$ cat src/rtl/uart_irq_pkg.sv
// Shared constants for the UART interrupt identification unit.
// Assumes a 3-bit register address space; only the offsets below decode.
package uart_irq_pkg;
    localparam logic [2:0] ADDR_DATA  = 3'd0;
    localparam logic [2:0] ADDR_IEN   = 3'd1;
    localparam logic [2:0] ADDR_IDENT = 3'd2;
    localparam logic [2:0] ADDR_LSTAT = 3'd5;

    typedef enum logic [3:0] {
        IID_MODEM   = 4'h0,
        IID_NONE    = 4'h1,
        IID_TXEMPTY = 4'h2,
        IID_RXDATA  = 4'h4,
        IID_LINE    = 4'h6,
        IID_RXTMO   = 4'hC
    } iid_e;

    // Receive trigger threshold in bytes for a given select field.
    function automatic int unsigned trig_bytes(input logic [1:0] sel, input int unsigned depth);
        case (sel)
            2'd0:    return 1;
            2'd1:    return depth / 4;
            2'd2:    return depth / 2;
            default: return depth - 2;
        endcase
    endfunction
endpackage

$ cat src/rtl/uart_irq_cfg.sv
// Holds the interrupt enable bits and the FIFO control fields.
// Derives single-cycle events for FIFO mode changes and FIFO clears.
// Assumes write strobes are already decoded by address.
module uart_irq_cfg (
    input  logic       clk,
    input  logic       rst_n,
    input  logic       wr_ien,
    input  logic       wr_fctl,
    input  logic [7:0] wdata,
    output logic [3:0] ien,
    output logic       fifo_on,
    output logic [1:0] trig_sel,
    output logic       fifo_flip,
    output logic       fifo_off_now,
    output logic       thre_en_rise,
    output logic       rx_clr,
    output logic       tx_clr
);
    // Same-cycle events seen by the other blocks at the write edge.
    always_comb begin
        fifo_flip    = wr_fctl && (wdata[0] != fifo_on);
        fifo_off_now = fifo_flip && !wdata[0];
        thre_en_rise = wr_ien && wdata[1] && !ien[1];
    end

    // Register storage for enables and FIFO control fields.
    always_ff @(posedge clk) begin
        if (!rst_n) begin
            ien      <= '0;
            fifo_on  <= 1'b0;
            trig_sel <= 2'b00;
        end else begin
            if (wr_ien)
                ien <= wdata[3:0];
            if (wr_fctl) begin
                fifo_on  <= wdata[0];
                trig_sel <= wdata[7:6];
            end
        end
    end

    // One-cycle clear strobes, also raised on a FIFO mode change.
    always_ff @(posedge clk) begin
        if (!rst_n) begin
            rx_clr <= 1'b0;
            tx_clr <= 1'b0;
        end else begin
            rx_clr <= wr_fctl && (wdata[1] || fifo_flip);
            tx_clr <= wr_fctl && (wdata[2] || fifo_flip);
        end
    end

    a_r2_ien_hold: assert property (@(posedge clk) disable iff (!rst_n)
        !wr_ien |=> $stable(ien));
    a_r12_rx_clr: assert property (@(posedge clk) disable iff (!rst_n)
        (wr_fctl && wdata[1]) |=> rx_clr);
    a_r12_tx_clr: assert property (@(posedge clk) disable iff (!rst_n)
        (wr_fctl && wdata[2]) |=> tx_clr);
    a_r9_flip_clears: assert property (@(posedge clk) disable iff (!rst_n)
        fifo_flip |=> (rx_clr && tx_clr));
endmodule

$ cat src/rtl/uart_irq_lsr.sv
// Line status byte: live receiver and transmitter levels plus sticky errors.
// Sticky bits clear on a status read or when FIFO mode is turned off.
// A new event in the clearing cycle is kept.
module uart_irq_lsr #(
    parameter int unsigned CNT_W = 5
) (
    input  logic             clk,
    input  logic             rst_n,
    input  logic             ev_overrun,
    input  logic             ev_parity,
    input  logic             ev_frame,
    input  logic             ev_break,
    input  logic             thr_empty,
    input  logic             tx_empty,
    input  logic [CNT_W-1:0] rx_count,
    input  logic             fifo_on,
    input  logic             fifo_off_now,
    input  logic             lsr_rd,
    output logic [7:0]       lsr,
    output logic             ls_active
);
    logic [3:0] err_q;      // {break, framing, parity, overrun}
    logic       fifo_err_q;
    logic [3:0] new_ev;
    logic       clr;

    // Gather this cycle's events and the clear condition.
    always_comb begin
        new_ev = {ev_break, ev_frame, ev_parity, ev_overrun};
        clr    = lsr_rd || fifo_off_now;
    end

    // Sticky error flags: set by events, cleared by read or FIFO off.
    always_ff @(posedge clk) begin
        if (!rst_n) begin
            err_q      <= '0;
            fifo_err_q <= 1'b0;
        end else begin
            err_q      <= (clr ? 4'b0 : err_q) | new_ev;
            fifo_err_q <= (clr ? 1'b0 : fifo_err_q) | (fifo_on && |new_ev[3:1]);
        end
    end

    // Assemble the status byte.
    always_comb begin
        lsr       = {fifo_err_q, tx_empty, thr_empty, err_q, (rx_count != '0)};
        ls_active = |err_q;
    end

    a_r4_read_clears: assert property (@(posedge clk) disable iff (!rst_n)
        (lsr_rd && new_ev == 4'b0) |=> (lsr[4:1] == 4'b0 && !lsr[7]));
    a_r10_fifo_off_clears: assert property (@(posedge clk) disable iff (!rst_n)
        (fifo_off_now && new_ev == 4'b0) |=> !ls_active);
    a_r3_sticky: assert property (@(posedge clk) disable iff (!rst_n)
        ev_frame |=> lsr[3]);
endmodule

$ cat src/rtl/uart_irq_thre.sv
// Pending flag for the transmit-empty interrupt source.
// Armed on a rising thr_empty, on enabling the source while empty, or on a
// FIFO mode change while empty; retired by an identification read that
// reports it, by a data write, or when the holding register fills.
module uart_irq_thre (
    input  logic clk,
    input  logic rst_n,
    input  logic thr_empty,
    input  logic thr_wr,
    input  logic iid_rd_thre,
    input  logic thre_en_rise,
    input  logic fifo_flip,
    output logic pend
);
    logic prev_q;
    logic set;
    logic clr;

    // Arm and retire conditions.
    always_comb begin
        set = thr_empty && (!prev_q || thre_en_rise || fifo_flip);
        clr = thr_wr || iid_rd_thre || !thr_empty;
    end

    // Edge history and pending flag; arming wins over retiring.
    always_ff @(posedge clk) begin
        if (!rst_n) begin
            prev_q <= 1'b1;
            pend   <= 1'b0;
        end else begin
            prev_q <= thr_empty;
            if (set)
                pend <= 1'b1;
            else if (clr)
                pend <= 1'b0;
        end
    end

    a_r7_ident_retires: assert property (@(posedge clk) disable iff (!rst_n)
        (iid_rd_thre && prev_q && !thre_en_rise && !fifo_flip) |=> !pend);
    a_r8_enable_arms: assert property (@(posedge clk) disable iff (!rst_n)
        (thre_en_rise && thr_empty) |=> pend);
    a_r9_flip_arms: assert property (@(posedge clk) disable iff (!rst_n)
        (fifo_flip && thr_empty) |=> pend);
endmodule

$ cat src/rtl/uart_irq_prio.sv
// Qualifies each interrupt source with its enable and picks the highest.
// Pure combinational path; clock and reset are used only by the checks.
module uart_irq_prio
    import uart_irq_pkg::*;
#(
    parameter int unsigned FIFO_DEPTH = 16,
    parameter int unsigned CNT_W      = $clog2(FIFO_DEPTH + 1)
) (
    input  logic             clk,
    input  logic             rst_n,
    input  logic [3:0]       ien,
    input  logic             ls_active,
    input  logic [CNT_W-1:0] rx_count,
    input  logic [1:0]       trig_sel,
    input  logic             fifo_on,
    input  logic             rx_tmo,
    input  logic             thre_pend,
    input  logic             modem,
    output iid_e             iid,
    output logic             irq
);
    logic [CNT_W-1:0] level;
    logic src_ls, src_rd, src_to, src_te, src_mo;

    // Enabled source conditions.
    always_comb begin
        level  = CNT_W'(trig_bytes(trig_sel, FIFO_DEPTH));
        src_ls = ien[2] && ls_active;
        src_rd = ien[0] && (fifo_on ? (rx_count >= level) : (rx_count != '0));
        src_to = ien[0] && fifo_on && rx_tmo;
        src_te = ien[1] && thre_pend;
        src_mo = ien[3] && modem;
        irq    = src_ls || src_rd || src_to || src_te || src_mo;
    end

    // Fixed-rank selection of the reported code.
    always_comb begin
        if (src_ls)      iid = IID_LINE;
        else if (src_rd) iid = IID_RXDATA;
        else if (src_to) iid = IID_RXTMO;
        else if (src_te) iid = IID_TXEMPTY;
        else if (src_mo) iid = IID_MODEM;
        else             iid = IID_NONE;
    end

    a_r5_line_first: assert property (@(posedge clk) disable iff (!rst_n)
        src_ls |-> (iid == IID_LINE));
    a_r6_idle_code: assert property (@(posedge clk) disable iff (!rst_n)
        !irq |-> (iid == IID_NONE));
    a_r13_tmo_fifo_only: assert property (@(posedge clk) disable iff (!rst_n)
        !fifo_on |-> (iid != IID_RXTMO));
endmodule

$ cat src/rtl/uart_irq_ident.sv
// Top of the UART interrupt identification unit: decodes register accesses,
// ties the configuration, line-status, transmit-empty and priority blocks
// together, and muxes read data. Reads are combinational; their side effects
// take place at the clock edge when reg_rd is high.
module uart_irq_ident
    import uart_irq_pkg::*;
#(
    parameter int unsigned FIFO_DEPTH = 16,
    parameter int unsigned CNT_W      = $clog2(FIFO_DEPTH + 1)
) (
    input  logic             clk,
    input  logic             rst_n,
    input  logic [2:0]       reg_addr,
    input  logic             reg_wr,
    input  logic             reg_rd,
    input  logic [7:0]       reg_wdata,
    output logic [7:0]       reg_rdata,
    input  logic [CNT_W-1:0] rx_count,
    input  logic             thr_empty,
    input  logic             tx_empty,
    input  logic             rx_timeout,
    input  logic             modem_event,
    input  logic             ev_overrun,
    input  logic             ev_parity_err,
    input  logic             ev_frame_err,
    input  logic             ev_break,
    output logic             irq,
    output logic             fifo_mode,
    output logic [1:0]       rx_trig_sel,
    output logic             rx_fifo_clr,
    output logic             tx_fifo_clr
);
    logic       wr_data, wr_ien, wr_fctl, rd_ident, rd_lstat, iid_rd_thre;
    logic [3:0] ien;
    logic       fifo_flip, fifo_off_now, thre_en_rise;
    logic [7:0] lsr;
    logic       ls_active, thre_pend;
    iid_e       iid;
    logic [7:0] ident;

    // Address decode of the access strobes.
    always_comb begin
        wr_data     = reg_wr && (reg_addr == ADDR_DATA);
        wr_ien      = reg_wr && (reg_addr == ADDR_IEN);
        wr_fctl     = reg_wr && (reg_addr == ADDR_IDENT);
        rd_ident    = reg_rd && (reg_addr == ADDR_IDENT);
        rd_lstat    = reg_rd && (reg_addr == ADDR_LSTAT);
        iid_rd_thre = rd_ident && (iid == IID_TXEMPTY);
    end

    uart_irq_cfg u_cfg (
        .clk          (clk),
        .rst_n        (rst_n),
        .wr_ien       (wr_ien),
        .wr_fctl      (wr_fctl),
        .wdata        (reg_wdata),
        .ien          (ien),
        .fifo_on      (fifo_mode),
        .trig_sel     (rx_trig_sel),
        .fifo_flip    (fifo_flip),
        .fifo_off_now (fifo_off_now),
        .thre_en_rise (thre_en_rise),
        .rx_clr       (rx_fifo_clr),
        .tx_clr       (tx_fifo_clr)
    );

    uart_irq_lsr #(.CNT_W(CNT_W)) u_lsr (
        .clk          (clk),
        .rst_n        (rst_n),
        .ev_overrun   (ev_overrun),
        .ev_parity    (ev_parity_err),
        .ev_frame     (ev_frame_err),
        .ev_break     (ev_break),
        .thr_empty    (thr_empty),
        .tx_empty     (tx_empty),
        .rx_count     (rx_count),
        .fifo_on      (fifo_mode),
        .fifo_off_now (fifo_off_now),
        .lsr_rd       (rd_lstat),
        .lsr          (lsr),
        .ls_active    (ls_active)
    );

    uart_irq_thre u_thre (
        .clk          (clk),
        .rst_n        (rst_n),
        .thr_empty    (thr_empty),
        .thr_wr       (wr_data),
        .iid_rd_thre  (iid_rd_thre),
        .thre_en_rise (thre_en_rise),
        .fifo_flip    (fifo_flip),
        .pend         (thre_pend)
    );

    uart_irq_prio #(.FIFO_DEPTH(FIFO_DEPTH), .CNT_W(CNT_W)) u_prio (
        .clk       (clk),
        .rst_n     (rst_n),
        .ien       (ien),
        .ls_active (ls_active),
        .rx_count  (rx_count),
        .trig_sel  (rx_trig_sel),
        .fifo_on   (fifo_mode),
        .rx_tmo    (rx_timeout),
        .thre_pend (thre_pend),
        .modem     (modem_event),
        .iid       (iid),
        .irq       (irq)
    );

    // Read data selection; the receive data byte is supplied elsewhere.
    always_comb begin
        ident = {fifo_mode, fifo_mode, 2'b00, iid};
        case (reg_addr)
            ADDR_IEN:   reg_rdata = {4'b0000, ien};
            ADDR_IDENT: reg_rdata = ident;
            ADDR_LSTAT: reg_rdata = lsr;
            default:    reg_rdata = 8'h00;
        endcase
    end

    a_r1_reset_state: assert property (@(posedge clk)
        !rst_n |=> (ien == 4'b0 && !irq && !fifo_mode));
    a_r6_mode_bits: assert property (@(posedge clk) disable iff (!rst_n)
        (ident[7:6] == {2{fifo_mode}}) && (ident[0] == !irq));
endmodule

$ cat config.mk
export PLATFORM = sky130hd
export DESIGN_NAME = uart_irq_ident
export DESIGN_NICKNAME = d
export VERILOG_FILES = /design/src/rtl/uart_irq_pkg.sv /design/src/rtl/uart_irq_cfg.sv /design/src/rtl/uart_irq_lsr.sv /design/src/rtl/uart_irq_thre.sv /design/src/rtl/uart_irq_prio.sv /design/src/rtl/uart_irq_ident.sv
export SDC_FILE = /design/constraint.sdc
export NUM_CORES = 1
export LEC_CHECK = 0
export CAP_MARGIN = 20
export CORE_MARGIN = 8
export CORE_UTILIZATION = 42
export CTS_CLUSTER_SIZE = 12
export DETAILED_ROUTE_END_ITERATION = 10
export HOLD_SLACK_MARGIN = 0.15
export PLACE_DENSITY = 0.88
export SLEW_MARGIN = 20
export SYNTH_ARGS = -nofsm -noshare
export SYNTH_HDL_FRONTEND = slang
export SYNTH_SLANG_ARGS = --single-unit
$ cat constraint.sdc
create_clock -name clk -period 3.7 [get_ports clk]
set_clock_uncertainty 0.2 [all_clocks]
set_input_delay 1.11 -clock clk [delete_from_list [all_inputs] [get_ports clk]]
set_output_delay 1.11 -clock clk [all_outputs]
set_load 0.05 [all_outputs]
# After elaboration in Yosys (flattened, before gate mapping)

Index checks and enable logic that the tools add are counted.

Bits of input ports: 28
Word-level logic and storage cells: 72
Register bits: 16

Muxes and demuxes: 12
Bitwise operators: 2
Magnitude comparators: 1
Eq/ne operators: 7
Reductions and logical operators: 41

Operator list:

| kind                                                 | count |
|---|---|
| one-hot mux 8 bit (3 select lines)                   | 1 |
| logical AND 1 bit                                    | 20 |
| 2-to-1 mux 4 bit                                     | 5 |
| one-hot mux 4 bit (3 select lines)                   | 1 |
| logical OR 1 bit                                     | 11 |
| greater-or-equal comparator 5 x 4 -> 1 bit           | 1 |
| 2-to-1 mux 1 bit                                     | 5 |
| nonzero test 5 bit                                   | 1 |
| equality test 4 x 2 -> 1 bit (second input constant) | 1 |
| logical NOT 1 bit                                    | 4 |
| bitwise OR 4 bit                                     | 1 |
| OR reduction 4 bit                                   | 1 |
| equality test 3 x 1 -> 1 bit (second input constant) | 1 |
| equality test 3 x 2 -> 1 bit (second input constant) | 1 |
| equality test 3 bit (second input constant)          | 1 |
| logical NOT 3 bit                                    | 1 |
| OR reduction 3 bit                                   | 1 |
| equality test 2 x 1 -> 1 bit (second input constant) | 1 |
| equality test 2 bit (second input constant)          | 1 |
| logical NOT 2 bit                                    | 1 |
| nonzero test 2 bit                                   | 1 |
| != test 1 bit                                        | 1 |
| bitwise OR 1 bit                                     | 1 |

# Longest topological paths before layout

Word-level depth: 13
Mapped depth: 7
Depth with buffers taken out: 7

# Cells and area by module

A second synthesis with hierarchy kept.

Cells, all modules: 114
Area total of the unflattened synthesis: 1061.0 µm²

Modules (own cells, without submodules):

| module         | cells an instance | times used | sequential area each (µm²) | area an instance (µm²) |
|---|---|---|---|---|
| uart_irq_cfg   | 34                | 1          | 180.2                      | 362.8 |
| uart_irq_lsr   | 23                | 1          | 100.1                      | 222.7 |
| uart_irq_ident | 23                | 1          | 0.0                        | 207.7 |
| uart_irq_prio  | 27                | 1          | 0.0                        | 198.9 |
| uart_irq_thre  | 7                 | 1          | 40.0                       | 68.8 |

# Least setup slack after synthesis

OpenSTA, ideal clock, no wires.

Path kind: in2out
Start: input port rx_count[0]
End: output port reg_rdata[1]
Cell stages on the path: 7
Required time: 2.390 ns
Arrival: 3.001 ns
Path slack: -0.611 ns
Path through: inv_1 -> ha_1 -> nand2b_1 -> a211o_1 -> o211ai_1 -> a41oi_1 -> o221ai_1

Word-level cells in the longest chain between the ends: 6
Elaborated cells between the ends (all ways): 7
Classes of those cells: 1 x order compare; 4 x mux; 2 x reduce/logical

Ends and longest elaborated chain:

| what                                                                             | RTL line              | RTL |
|---|---|---|
| start, declared                                                                  | uart_irq_ident.sv:18  | `input logic [CNT_W-1:0] rx_count,` |
| greater-or-equal comparator 5 x 4 -> 1 bit or nonzero test 5 bit (tied branches) | uart_irq_prio.sv:29   | `src_rd = ien[0] && (fifo_on ? (rx_count >= level) : (rx_count != '0));` |
| 2-to-1 mux 1 bit *                                                               | uart_irq_prio.sv:29   |  |
| logical AND 1 bit *                                                              | uart_irq_prio.sv:29   |  |
| 2-to-1 mux 4 bit *                                                               | uart_irq_prio.sv:39   | `else if (src_rd) iid = IID_RXDATA;` |
| 2-to-1 mux 4 bit *                                                               | uart_irq_prio.sv:38   | `if (src_ls) iid = IID_LINE;` |
| one-hot mux 8 bit (3 select lines) *                                             | uart_irq_ident.sv:113 | `case (reg_addr)` |
| end, declared                                                                    | uart_irq_ident.sv:17  | `output logic [7:0] reg_rdata,` |

Mark *: on every way between the ends. The rest lies on a longest branch, timed or not.

# Worst setup path in the final report

Start: input port rx_count[0]
End: output port reg_rdata[2]

Same word-level chain as after synthesis.

==> metrics.md <==
| Metric | Value |
|---|---|
| WP data arrival | `2.72 ns` |
| Row cnt | `17` |
| Fin crit share | `1.09` |
| Predominant post-synthesis flop cell | `dfxtp_1` |
| Placed cells | `191` |
| Antenna violations before repair | `0` |
| Hold_sp | `u_lsr.fifo_err_q$_SDFF_PN0_` |
| Diodes inserted | `0` |
| Clock Latency Late Sink | `0.29 ns` |
| Worst min path class | `reg2reg` |
| Number of synthesized flops with an enable pin | `0` |
| Syn nets | `146` |
| Netlist cell types | `40` |
| Setup violators final | `5` |
| Multi-input gate area | `737 um2` |
| CP Data Required Time | `2.39 ns` |
| Setup TNS Final | `-1.51 ns` |
| Hpwl dp | `2.62 mm` |
| Fill cells | `169` |
| Ys async rst share | `0` |
| Worst Setup Start Kind | `primary input` |
| FF+latch area | `320 um2` |
| Static Leak | `0.000701 uW` |
| Total number of vias | `1099` |
| Final #Nets | `205` |
| Vias in the first global route | `1213` |
| Clock buffer depth | `2` |
| Worst setup EP type | `output pin` |
| Fin util | `0.791` |
| Fin Hold WS | `0.260 ns` |
| Status | `complete, but fails checks` |
| Achievable frequency | `248 MHz` |
| First-pass GRT wire length | `5.53 mm` |
| Die extent in x | `64.6 um` |
| Synth Instances | `114` |
| Routed WL | `3.27 mm` |
| R2R Setup Slk | `1.15 ns` |
| Core region area | `2230 um2` |
| Pin count of the biggest net entering global routing | `16` |
| Peak VDD IR | `0.247 mV` |
| Via/cell ratio | `5.50` |
| Top post-synthesis cells by area | `dfxtp_1 32%, nor2b_1 7.6%, mux2i_1 7.1%, ha_1 5.0%, nor2_1 4.2%` |
| Power per cell area | `243 nW/um2` |
| Worst hold stages | `2` |
| DRC violation count after routing | `0` |
| Pre-CTS setup slack | `-0.893 ns` |
| 1st-iter DRT viols | `19` |
| RSZ-0062 raised after global routing | `true` |
| Worst-margin pin slew | `0.549 ns` |
| TritonCTS clock tree | `yes` |
| Grt ovf | `0` |
| CTS sink count | `16` |
| Wirelength per Cell | `16.4 um` |
| Die ar. | `4170 um2` |
| WHS Endpoint | `u_lsr.fifo_err_q$_SDFF_PN0_` |
| # port buffers | `39` |
| CP Class | `in2out` |
| Most common cell after layout, fill and taps aside | `clkdlybuf4s50_1` |
| Finished Layout Cells | `200` |
| Post-Syn Area | `992 um2` |
| Worst slew margin | `0.633` |
| IO Pins | `42` |
| Final hold vios | `0` |
| Failing checks | `setup timing` |
| Pins Over Slew Limit | `0` |
| Yosys warns | `0` |
| Total GRT Usage | `0.161` |
| Clk root buf | `clkbuf_4` |
| FF+latch count, synth | `16` |
| Global placement routability congestion | `0.889` |
| Post-synthesis sequential area ratio | `0.323` |
| Final ANT Viol Nets | `0` |
| Syn_area_per_cell | `8.70 um2` |
| Commonest cells after routing, fill and taps aside | `23 x clkdlybuf4s50_1, 17 x buf_4, 16 x dfxtp_1` |
| Crit path max fanout | `5` |
| Worst-path clk slew | `0.09 ns` |
| Worst r2r dst | `u_thre.pend$_SDFFE_PN0P_` |
| Reg2reg path depth | `9` |
| Max Cap Viol | `0` |
| Initial Util | `0.444` |
| Total CTS buffers | `3` |
| Layout cell share with drive strength beyond 1 | `0.302` |
| Min Tclk post-route | `4.03 ns` |
| Final worst slack | `-0.334 ns` |
| Worst r2r src | `u_cfg.trig_sel[1]$_SDFFE_PN0P_` |
| Synth top area share | `0.323` |
| H-tree levels | `1` |
| Die height | `64.6 um` |
| Top cell type by total area after synthesis | `dfxtp_1` |
| P&R area growth vs syn | `78.1%` |
| DR pass1 iterations | `4` |
==> registers in the layout (all words and copies together) (netlist names) <==
signal / flops
u_lsr.err_q: 4
u_thre.pend: 1
u_lsr.fifo_err_q: 1
u_cfg.fifo_on: 1
u_cfg.ien: 4
u_thre.prev_q: 1
u_cfg.tx_clr: 1
u_cfg.rx_clr: 1
u_cfg.trig_sel: 2
==> logic make-up after synthesis <==
kind of cell | synth area share
buf+inv | 0.0441
xor+xnor | 0.00883
compound gates | 0.214
fa+ha+maj | 0.0504
mux | 0.0706
flops | 0.323
simple gates | 0.289
==> metal layers <==
layer	global-route usage	vias up	share of wire
li1	-	531	-
met1	0.172	521	0.41
met2	0.291	41	0.51
met3	0.0395	6	0.066
met4	0.0736	0	0.013
met5	0	-	0
==> synth_stat cells, types with 2 or more instances <==
library cell / count
o22ai_1: 3
buf_2: 2
nor2b_1: 12
inv_1: 8
mux2i_1: 7
dfxtp_1: 16
nor2_1: 11
a21oi_1: 7
and3_1: 3
nand2_1: 6
o21ai_0: 2
nand3_1: 4
nand2b_1: 2
ha_1: 4
a22o_1: 2
==> area by class of cell <==
| cell class | count | share of cell area |
|---|---|---|
| clock buffers | 4 | 0.0205 |
| inverters | 8 | 0.0241 |
| repair buffers | 57 | 0.337 |
| well taps | 28 | 0.0198 |
| flip-flops and latches | 16 | 0.181 |
| multi-input cells | 87 | 0.417 |
==> power by group <==
group,internal (uW),switching [uW]
Sequential,179,5.69
Combinational,67.6,61.6
Clock,59.9,56.6
Total,306,124
==> metrics by stage <==
step	total power [uW]	area, um2
after floorplan	245	1080
final	430	1770
after CTS	431	1760
after global routing	451	1770
after global placement	306	1650
after detailed placement	310	1650
==> worst max-delay path: stages <==
cell and delay, ns:
buf_8 0.11, inv_12 0.04, ha_4 0.18, nand2b_4 0.13
a211o_1 0.25, o211ai_1 0.15, a41oi_2 0.30, a21o_2 0.29
buf_6 0.15
==> worst max path at each step <==
stage / depth (start not counted) / start / endpoint / slack, ns
detailed placement: 9 / rx_count[0] / reg_rdata[2] / -0.89
CTS: 9 / rx_count[0] / irq / -0.36
finish: 9 / rx_count[0] / reg_rdata[2] / -0.33
global route: 9 / rx_count[0] / irq / -0.37
floorplan: 7 / rx_count[0] / irq / -0.19
global placement: 9 / rx_count[0] / reg_rdata[2] / -0.81
==> repair_timing <==
item                                    in CTS  in global routing
hold buffers                                 0                  0
endpoints found under the setup margin       9                  5
setup buffers                                4                  2
pin swaps                                   10                  7
resized for setup                           25                  1
Note: power is estimated with default switching activity, not from simulation.
